### config.mk
export PLATFORM = sky130hd
export DESIGN_NAME = dma_irq_agg
export DESIGN_NICKNAME = d
export VERILOG_FILES = /design/src/rtl/dma_irq_pkg.sv /design/src/rtl/dma_irq_wdec.sv /design/src/rtl/dma_irq_chan.sv /design/src/rtl/dma_irq_prio.sv /design/src/rtl/dma_irq_agg.sv
export SDC_FILE = /design/constraint.sdc
export NUM_CORES = 1
export LEC_CHECK = 0
export CAP_MARGIN = 15
export CORE_MARGIN = 3
export CORE_UTILIZATION = 40
export CTS_CLUSTER_DIAMETER = 80
export DETAILED_ROUTE_END_ITERATION = 6
export GPL_ROUTABILITY_DRIVEN = 0
export PLACE_DENSITY = 0.79
export RECOVER_POWER = 50
export SKIP_LAST_GASP = 1
export SYNTH_ARGS = -nofsm -noshare
export SYNTH_HDL_FRONTEND = slang
export SYNTH_SLANG_ARGS = --single-unit
### constraint.sdc
create_clock -name clk -period 3.4 [get_ports clk]
set_input_delay 0.34 -clock clk [delete_from_list [all_inputs] [get_ports clk]]
set_output_delay 0.34 -clock clk [all_outputs]
set_load 0.005 [all_outputs]
### src/rtl/dma_irq_pkg.sv
// Package: shared widths, source bit positions and the per-channel
// source vector type used by the interrupt aggregator.
package dma_irq_pkg;
    localparam int NSRC     = 3;
    localparam int SRC_DONE = 0;
    localparam int SRC_ERR  = 1;
    localparam int SRC_SUSP = 2;

    typedef logic [NSRC-1:0] src_vec_t;
endpackage

### src/rtl/dma_irq_wdec.sv
// Write decoder: turns one indexed write (strobe, channel, mask) into
// a per-channel mask bus. Assumes indices at or above NUM_CH address
// nothing and are therefore dropped.
module dma_irq_wdec
    import dma_irq_pkg::*;
#(
    parameter int NUM_CH = 12,
    parameter int CH_W   = 4
) (
    input  logic            we,
    input  logic [CH_W-1:0] ch,
    input  src_vec_t        mask,
    output src_vec_t        per_ch [NUM_CH]
);
    for (genvar g = 0; g < NUM_CH; g++) begin : g_dec
        // Route the mask only to the addressed channel.
        always_comb per_ch[g] = (we && (ch == CH_W'(g))) ? mask : '0;
    end
endmodule

### src/rtl/dma_irq_chan.sv
// One channel's interrupt state: sticky flags (event set, write-one
// clear) and enables (set/clear ports). Assumes the mask inputs are
// already decoded for this channel. Precedence at an edge: channel
// reset, then event set over software clear, then enable clear over set.
module dma_irq_chan
    import dma_irq_pkg::*;
(
    input  logic     clk,
    input  logic     rst_n,
    input  src_vec_t ev,
    input  logic     chan_rst,
    input  src_vec_t clr_mask,
    input  src_vec_t en_set,
    input  src_vec_t en_clr,
    output src_vec_t flags,
    output src_vec_t ens,
    output logic     pend
);
    // Flag register: reset, else keep uncleared bits and add new events.
    always_ff @(posedge clk) begin
        if (!rst_n || chan_rst) flags <= '0;
        else                    flags <= (flags & ~clr_mask) | ev;
    end

    // Enable register: reset, else add set bits, then remove clear bits.
    always_ff @(posedge clk) begin
        if (!rst_n || chan_rst) ens <= '0;
        else                    ens <= (ens | en_set) & ~en_clr;
    end

    // Channel is pending when an enabled flag is up.
    always_comb pend = |(flags & ens);

    AST_EVENT_SETS: assert property (@(posedge clk) disable iff (!rst_n)
        (!chan_rst && ev != '0) |=> ((flags & $past(ev)) == $past(ev)));
    AST_W1C_CLEARS: assert property (@(posedge clk) disable iff (!rst_n)
        (!chan_rst && (clr_mask & ~ev) != '0) |=> ((flags & $past(clr_mask & ~ev)) == '0));
    AST_FLAG_HOLDS: assert property (@(posedge clk) disable iff (!rst_n)
        (!chan_rst && ev == '0 && clr_mask == '0) |=> $stable(flags));
    AST_CHRST_CLEARS: assert property (@(posedge clk) disable iff (!rst_n)
        chan_rst |=> (flags == '0 && ens == '0));
    AST_EN_CLR_WINS: assert property (@(posedge clk) disable iff (!rst_n)
        (!chan_rst && en_clr != '0) |=> ((ens & $past(en_clr)) == '0));
endmodule

### src/rtl/dma_irq_prio.sv
// Lowest-index finder over the pending vector. Assumes bit 0 is the
// highest priority. Reports index 0 and valid low when nothing pends.
module dma_irq_prio #(
    parameter int NUM_CH = 12,
    parameter int CH_W   = 4
) (
    input  logic              clk,
    input  logic              rst_n,
    input  logic [NUM_CH-1:0] pend,
    output logic              valid,
    output logic [CH_W-1:0]   idx
);
    localparam logic [NUM_CH-1:0] ONE = NUM_CH'(1);

    // Scan from the top down so the lowest pending index is kept last.
    always_comb begin
        idx = '0;
        for (int i = NUM_CH - 1; i >= 0; i--) begin
            if (pend[i]) idx = CH_W'(i);
        end
    end

    // Any channel pending.
    always_comb valid = |pend;

    AST_PICK_PENDING: assert property (@(posedge clk) disable iff (!rst_n)
        valid |-> pend[idx]);
    AST_PICK_LOWEST: assert property (@(posedge clk) disable iff (!rst_n)
        valid |-> ((pend & ((ONE << idx) - ONE)) == '0));
endmodule

### src/rtl/dma_irq_agg.sv
// Interrupt aggregator for an NUM_CH-channel DMA controller. Decodes
// the three indexed write ports, keeps one flag/enable slice per
// channel, and produces pending vector, lowest-pending view and the
// combined request. Assumes all inputs are synchronous to clk.
module dma_irq_agg
    import dma_irq_pkg::*;
#(
    parameter int NUM_CH = 12,
    localparam int CH_W  = $clog2(NUM_CH > 1 ? NUM_CH : 2)
) (
    input  logic                   clk,
    input  logic                   rst_n,
    input  logic [NUM_CH-1:0]      ev_done,
    input  logic [NUM_CH-1:0]      ev_err,
    input  logic [NUM_CH-1:0]      ev_susp,
    input  logic [NUM_CH-1:0]      ch_rst,
    input  logic                   fclr_we,
    input  logic [CH_W-1:0]        fclr_ch,
    input  logic [NSRC-1:0]        fclr_mask,
    input  logic                   ien_set_we,
    input  logic [CH_W-1:0]        ien_set_ch,
    input  logic [NSRC-1:0]        ien_set_mask,
    input  logic                   ien_clr_we,
    input  logic [CH_W-1:0]        ien_clr_ch,
    input  logic [NSRC-1:0]        ien_clr_mask,
    output logic [NSRC*NUM_CH-1:0] flag_view,
    output logic [NSRC*NUM_CH-1:0] en_view,
    output logic [NUM_CH-1:0]      chan_pend,
    output logic                   low_valid,
    output logic [CH_W-1:0]        low_ch,
    output logic [NSRC-1:0]        low_flags,
    output logic                   irq
);
    src_vec_t clr_bus [NUM_CH];
    src_vec_t set_bus [NUM_CH];
    src_vec_t off_bus [NUM_CH];
    src_vec_t flg     [NUM_CH];
    src_vec_t ena     [NUM_CH];

    dma_irq_wdec #(.NUM_CH(NUM_CH), .CH_W(CH_W)) u_dec_fclr (
        .we(fclr_we), .ch(fclr_ch), .mask(fclr_mask), .per_ch(clr_bus));
    dma_irq_wdec #(.NUM_CH(NUM_CH), .CH_W(CH_W)) u_dec_eset (
        .we(ien_set_we), .ch(ien_set_ch), .mask(ien_set_mask), .per_ch(set_bus));
    dma_irq_wdec #(.NUM_CH(NUM_CH), .CH_W(CH_W)) u_dec_eclr (
        .we(ien_clr_we), .ch(ien_clr_ch), .mask(ien_clr_mask), .per_ch(off_bus));

    for (genvar g = 0; g < NUM_CH; g++) begin : g_ch
        src_vec_t ev_g;
        // Gather this channel's three condition pulses.
        always_comb begin
            ev_g           = '0;
            ev_g[SRC_DONE] = ev_done[g];
            ev_g[SRC_ERR]  = ev_err[g];
            ev_g[SRC_SUSP] = ev_susp[g];
        end

        dma_irq_chan u_chan (
            .clk(clk), .rst_n(rst_n), .ev(ev_g), .chan_rst(ch_rst[g]),
            .clr_mask(clr_bus[g]), .en_set(set_bus[g]), .en_clr(off_bus[g]),
            .flags(flg[g]), .ens(ena[g]), .pend(chan_pend[g]));

        // Flatten the slice into the readable views.
        always_comb begin
            flag_view[NSRC*g +: NSRC] = flg[g];
            en_view[NSRC*g +: NSRC]   = ena[g];
        end
    end

    dma_irq_prio #(.NUM_CH(NUM_CH), .CH_W(CH_W)) u_prio (
        .clk(clk), .rst_n(rst_n), .pend(chan_pend), .valid(low_valid), .idx(low_ch));

    // Show the winner's flags, or zero when nothing pends.
    always_comb low_flags = low_valid ? flg[low_ch] : '0;

    // Combined request from the per-channel pending bits.
    always_comb irq = |chan_pend;

    AST_IRQ_MATCHES_VALID: assert property (@(posedge clk) disable iff (!rst_n)
        irq == low_valid);
    AST_IDLE_VIEW_ZERO: assert property (@(posedge clk) disable iff (!rst_n)
        !low_valid |-> (low_ch == '0 && low_flags == '0));
    AST_VIEW_FLAGS: assert property (@(posedge clk) disable iff (!rst_n)
        low_valid |-> (low_flags != '0));
endmodule

==> metrics, run 1 <==
crit end category=primary output; first-pass GRT wire length=23.20 mm; First-pass DRT Iterations=6; Via Count=4,450; antenna violations before repair=0; Buffers on Ports=166; Clock Latency Late Sink=340 ps; Non-Filler Instances=730; commonest non-fill, non-tap cell in the layout=clkdlybuf4s50_1; sequential fraction of the synthesis area=0.4052; Distinct cells, synth=39; 1st-iter DRT viols=618; deepest clock path buffer count=2; Hold/Removal Path Class=flop to flop; biggest area consumer among synthesized cells=dfxtp_1; Worst-path clk slew=80 ps; Netlist Area Pre-Place=3557 µm²; CTS tree=built; Row Count=33; Remaining DRCs=0; Max Slew Vio Count=0; Primary FF master, synth=dfxtp_1; peak supply drop=254.9 µV; Final Critical Period=3369 ps; Period Utilization, post-route=0.9907; outcome=finished clean; final setup fails=0; Slowest cell on crit path=a222oi_1; placed cells=703; CP required=3060 ps; Pwr Density=329.2 nW/µm²; LEAKAGE=2.226 nW; layout cells sized above 1=0.1136; # H-tree levels=3; Least-Margin Pin Slew=751.0 ps; WP data arrival=3030 ps; crit-path max cell delay=470 ps; worst setup path endpoint=low_flags[2]; Avg Cell Area, Syn=8.121 µm²; setup ws final=31.46 ps; Layout Skew=0 ps; initial core utilization=0.4223; P&R area growth vs syn=60.75%; clk sinks=72; CTS root buf=clkbuf_8; Die Width=100.3 µm; r2r setup slk=2500 ps; DR vias/cell=6.096; GRT Resource Usage Total=0.3019; fin nets=694; Pwr Total=1.882 mW; Mapped Cells=438; DP Wirelength=11.92 mm; Reg2Reg Launch Point=g_ch[10].u_chan.ens[2]; drt wl/cell=21.53 µm; largest net degree at the start of global routing=13; Placement Setup Slack=121.8 ps; Inserted Clock Buffers=9; dpl cell area=5339 µm²; Multi-input gate area=2008 µm²; design area=5718 µm²; FF+latch count, synth=72; Yosys top cell area share=0.4052; Synth area leaders=dfxtp_1 41%, a21oi_1 11%, a211oi_1 8.9%; Max Cap Violations=0; Die Ht=100.3 µm; Final Util=0.6788; relative slew slack=0.4977; Hold Fails Final Rpt=0; WS Path Type=flop to primary output; diode count=0; vias in the first global route=4,179; most frequent cells in the layout=127 x clkdlybuf4s50_1, 75 x a21oi_1, 71 x dfxtp_1; reg2reg end=g_ch[10].u_chan.ens[2]; fmax=296.9 MHz; critical path launch point type=flop; routed wire length=15.72 mm; CP startpoint=g_ch[8].u_chan.flags[0]; Core ar.=8423 µm²; total congestion overflow=0; Hold Worst Slack=542.1 ps; setup TNS=0 ps; number of synthesized flops with an enable pin=0; Top-Level Pins=167; worst path cell trace=a222oi_1 > and3_1 > a22oi_2 > a31oi_4 > buf_4 > mux2i_2 > a211oi_2 > o22a_1 > dlygate4sd2_1; yosys warns=0; fill cell count=726; cells on worst reg2reg path=3; Sequential Area=1443 µm²; unrepaired setup endpoints after global routing=yes; Mapped Nets=512; worst-path fanout max=5; asr flop ratio synth=0; ANT nets after route=0; die area=10,060 µm²
==> worst min path at each step <==
stage | to | cells after the start | startpoint | slack, ps
2_1_floorplan | g_ch[10].u_chan.ens[2] | 1 | ien_clr_mask[2] | 440
3_3_place_gp | g_ch[7].u_chan.flags[0] | 2 | g_ch[7].u_chan.flags[0] | 510
3_5_place_dp | g_ch[0].u_chan.ens[0] | 2 | g_ch[0].u_chan.ens[0] | 530
4_1_cts | g_ch[11].u_chan.ens[1] | 2 | g_ch[11].u_chan.ens[1] | 540
5_1_grt | g_ch[4].u_chan.ens[1] | 2 | g_ch[4].u_chan.ens[1] | 560
6_report | g_ch[10].u_chan.flags[1] | 2 | g_ch[10].u_chan.flags[1] | 540
==> logic make-up (layout without fill, tap and decap cells) <==
logic type,after synthesis,in the layout,synth area share
AOI/OAI and AO/OA,151,152,0.2853
buffers and inverters,37,223,0.05522
DFF,72,72,0.4052
muxes,12,12,0.03377
and+or+nand+nor,166,166,0.2205
==> flip-flops by register name, summed over array words and instances (netlist names) <==
name and flops:
g_ch.u_chan.ens 36, g_ch.u_chan.flags 36
==> area by class of cell <==
type | instances | share of cell area
Clock buffer | 12 | 0.02713
Clock inverter | 4 | 0.008972
Inverter | 13 | 0.009409
Multi-Input combinational cell | 330 | 0.3512
Sequential cell | 72 | 0.2523
Tap cell | 105 | 0.02298
Timing Repair Buffer | 194 | 0.3280
==> synthesized netlist by cell type (all sizes together) (6+ instances only) <==
master,n
nand2b,20
a222oi,11
nor3,15
mux2i,12
nand3b,6
a211oi,42
inv,12
dfxtp,72
a21oi,76
nand2,45
buf,17
clkbuf,7
nor2,62
==> report_power, final <==
group / leakage, nW / switching, mW / internal [mW]
sequential: 0.587 / 0.0310 / 0.865
combinational: 1.54 / 0.132 / 0.152
clock: 0.103 / 0.321 / 0.381
total: 2.23 / 0.484 / 1.40
==> critical path, delay by kind of cell, from the launching register on <==
kind	cells	cell delay, ps
AO/OA/AOI/OAI	5	1300
buffers and inverters	2	450
flip-flops	1	370
multiplexers	1	330
AND/OR/NAND/NOR	1	240
==> layer usage <==
metal | share of wire | track usage
met2 | 0.46 | 0.4643
met4 | 0.037 | 0.1368
met3 | 0.12 | 0.06949
met5 | 0 | 0
met1 | 0.38 | 0.4025
==> timing repair <==
| action | 4_1_cts | 5_1_grt |
|---|---|---|
| endpoints found under the setup margin | 3 | 4 |
| gates resized for setup | 9 | 15 |
| buffers inserted | 6 | 4 |
| cloned | 1 | 0 |
| pin swaps | 10 | 8 |
| hold buffers | 0 | 0 |
Power figures use the tool's default switching activity.
==> run 2, diff against run 1 <==
HOLD_SLACK_MARGIN = 0.03   (was unset)
SKIP_CTS_REPAIR_TIMING = 1   (was unset)
==> metrics, run 2 (synthesis results as in run 1) <==
outcome=finished, violations left; failing checks=setup timing; CP required=3060 ps (about the same); Remaining DRCs=0 (unchanged); Final Critical Period=3569 ps (+200.8 ps); peak supply drop=256.6 µV (+0.65%); Final Util=0.6720 (-0.006833); 1st-iter DRT viols=630 (+1.9%); routed wire length=15.38 mm (-2.1%); deepest clock path buffer count=2 (unchanged); Largest regs=g_ch.u_chan.ens: 36 flops, g_ch.u_chan.flags: 36 flops; LEAKAGE=2.209 nW (-0.77%); relative slew slack=0.5022 (+0.004487); CTS tree=built; Die Width=100.3 µm (unchanged); total congestion overflow=0 (unchanged); Row Count=33 (unchanged); GRT Resource Usage Total=0.2948 (-0.007113); Buffers on Ports=166 (unchanged); Max Cap Violations=0 (unchanged); DP Wirelength=11.92 mm (unchanged); Die Ht=100.3 µm (unchanged); largest net degree at the start of global routing=13 (unchanged); worst-path fanout max=5 (unchanged); GR Util met3=0.06324 (-0.006254); first-pass GRT wire length=22.69 mm (-2.2%); antenna violations before repair=0 (unchanged); Via Count=4,374 (-1.7%); Pwr Density=332.0 nW/µm² (+0.86%); met1 usage=0.3982 (-0.004296); crit end category=primary output; vias in the first global route=4,108 (-1.7%); fill cell count=727 (+0.14%); First-pass DRT Iterations=6 (unchanged); fin nets=690 (-0.58%); clk sinks=72 (unchanged); CTS root buf=clkbuf_8; DR vias/cell=6.025 (-1.2%); most used routing layer=met2; r2r setup slk=2480 ps (-20 ps); diode count=0 (unchanged); # H-tree levels=3 (unchanged); Hold/Removal Path Class=flop to flop; Placement Setup Slack=121.8 ps (unchanged); P&R area growth vs syn=59.13%; WS Path Type=flop to primary output; Inserted Clock Buffers=9 (unchanged); layout cells sized above 1=0.09984 (-0.01376); Max Slew Vio Count=0 (unchanged); die area=10,060 µm² (unchanged); critical path launch point type=flop; initial core utilization=0.4223 (unchanged); most frequent cells in the layout=127 x clkdlybuf4s50_1, 75 x a21oi_1, 71 x dfxtp_1; Clock Latency Late Sink=340 ps (about the same); fmax=280.2 MHz (-5.6%); ANT nets after route=0 (unchanged); commonest non-fill, non-tap cell in the layout=clkdlybuf4s50_1; Hold Fails Final Rpt=0 (unchanged); final setup fails=1 (+1); Core ar.=8423 µm² (unchanged); Layout Skew=0 ps (unchanged); Top-Level Pins=167 (unchanged); drt wl/cell=21.19 µm (-1.6%); Least-Margin Pin Slew=744.3 ps (-6.710 ps); WP data arrival=3230 ps (+200 ps); unrepaired setup endpoints after global routing=yes; setup ws final=-169.3 ps (-200.8 ps); Period Utilization, post-route=1.050 (+0.05906); GR Util met2=0.4562 (-0.008155); Worst-path clk slew=80 ps (about the same)
==> run 2: changes by cell type in the layout (fill, tap and decap cells not counted), sizes merged <==
cell,change
buf,-4
dlygate4sd2,-2
clkinv,-1
dlygate4sd3,+1
dlymetal6s2s,+1
inv,+1
==> run 2: worst paths after layout <==
| check | to | cells after the start | startpoint |
|---|---|---|---|
| max reg2reg | g_ch[10].u_chan.ens[2] | 3 | g_ch[10].u_chan.ens[2] |
| min | g_ch[0].u_chan.ens[0] | 2 | g_ch[0].u_chan.ens[0] |
| min reg2reg | g_ch[0].u_chan.ens[0] | 2 | g_ch[0].u_chan.ens[0] |
| max | low_flags[0] | 10 | g_ch[7].u_chan.flags[2] |
==> run 2: area by class of cell <==
type | count | area, µm² | area share
clock buffers | 12 | 155.1 | 0.02741
clock inverters | 4 | 51.30 | 0.009063
inverters | 13 | 51.30 | 0.009063
multi-input cells | 330 | 1978 | 0.3495
flip-flops and latches | 72 | 1443 | 0.2549
well taps | 105 | 131.4 | 0.02321
repair buffers | 190 | 1851 | 0.3269
==> run 2: worst max-delay path, cell delays in order, from the launching register on <==
cell and delay (ps):
dfxtp_1 390, a222oi_1 110, buf_4 160, o31ai_1 420, a22oi_2 160, a31oi_4 320
buf_4 180, mux2i_1 340, a211oi_2 140, o22a_1 230, clkdlybuf4s50_1 450
==> run 2: power by group <==
| part | internal [mW] | leakage (nW) | total (mW) | switching, mW |
|---|---|---|---|---|
| clock network | 0.381 | 0.103 | 0.702 | 0.321 |
| registers | 0.865 | 0.587 | 0.896 | 0.0304 |
| logic | 0.151 | 1.52 | 0.281 | 0.130 |
==> run 2: metal layers <==
| layer | vias to the layer above | share of wire |
|---|---|---|
| li1 | 1963 | - |
| met1 | 2034 | 0.38 |
| met2 | 330 | 0.46 |
| met3 | 47 | 0.12 |
| met4 | 0 | 0.031 |
| met5 | - | 0 |
==> run 2: through the flow <==
| step | cells | instance area (µm²) | total power [mW] | setup TNS [ps] | hold WS, ps |
|---|---|---|---|---|---|
| 3_3_place_gp | 703 | 5339 | 1.183 | 0 | 509.4 |
| 2_1_floorplan | 438 | 3557 | 0.9965 | 0 | 436.6 |
| 5_1_grt | 726 | 5660 | 1.936 | -279.3 | 557.1 |
| 6_report | 726 | 5660 | 1.879 | -169.3 | 541.6 |
| 4_1_cts | 719 | 5545 | 1.874 | -754.5 | 543.6 |
| 3_5_place_dp | 703 | 5339 | 1.188 | 0 | 531.5 |
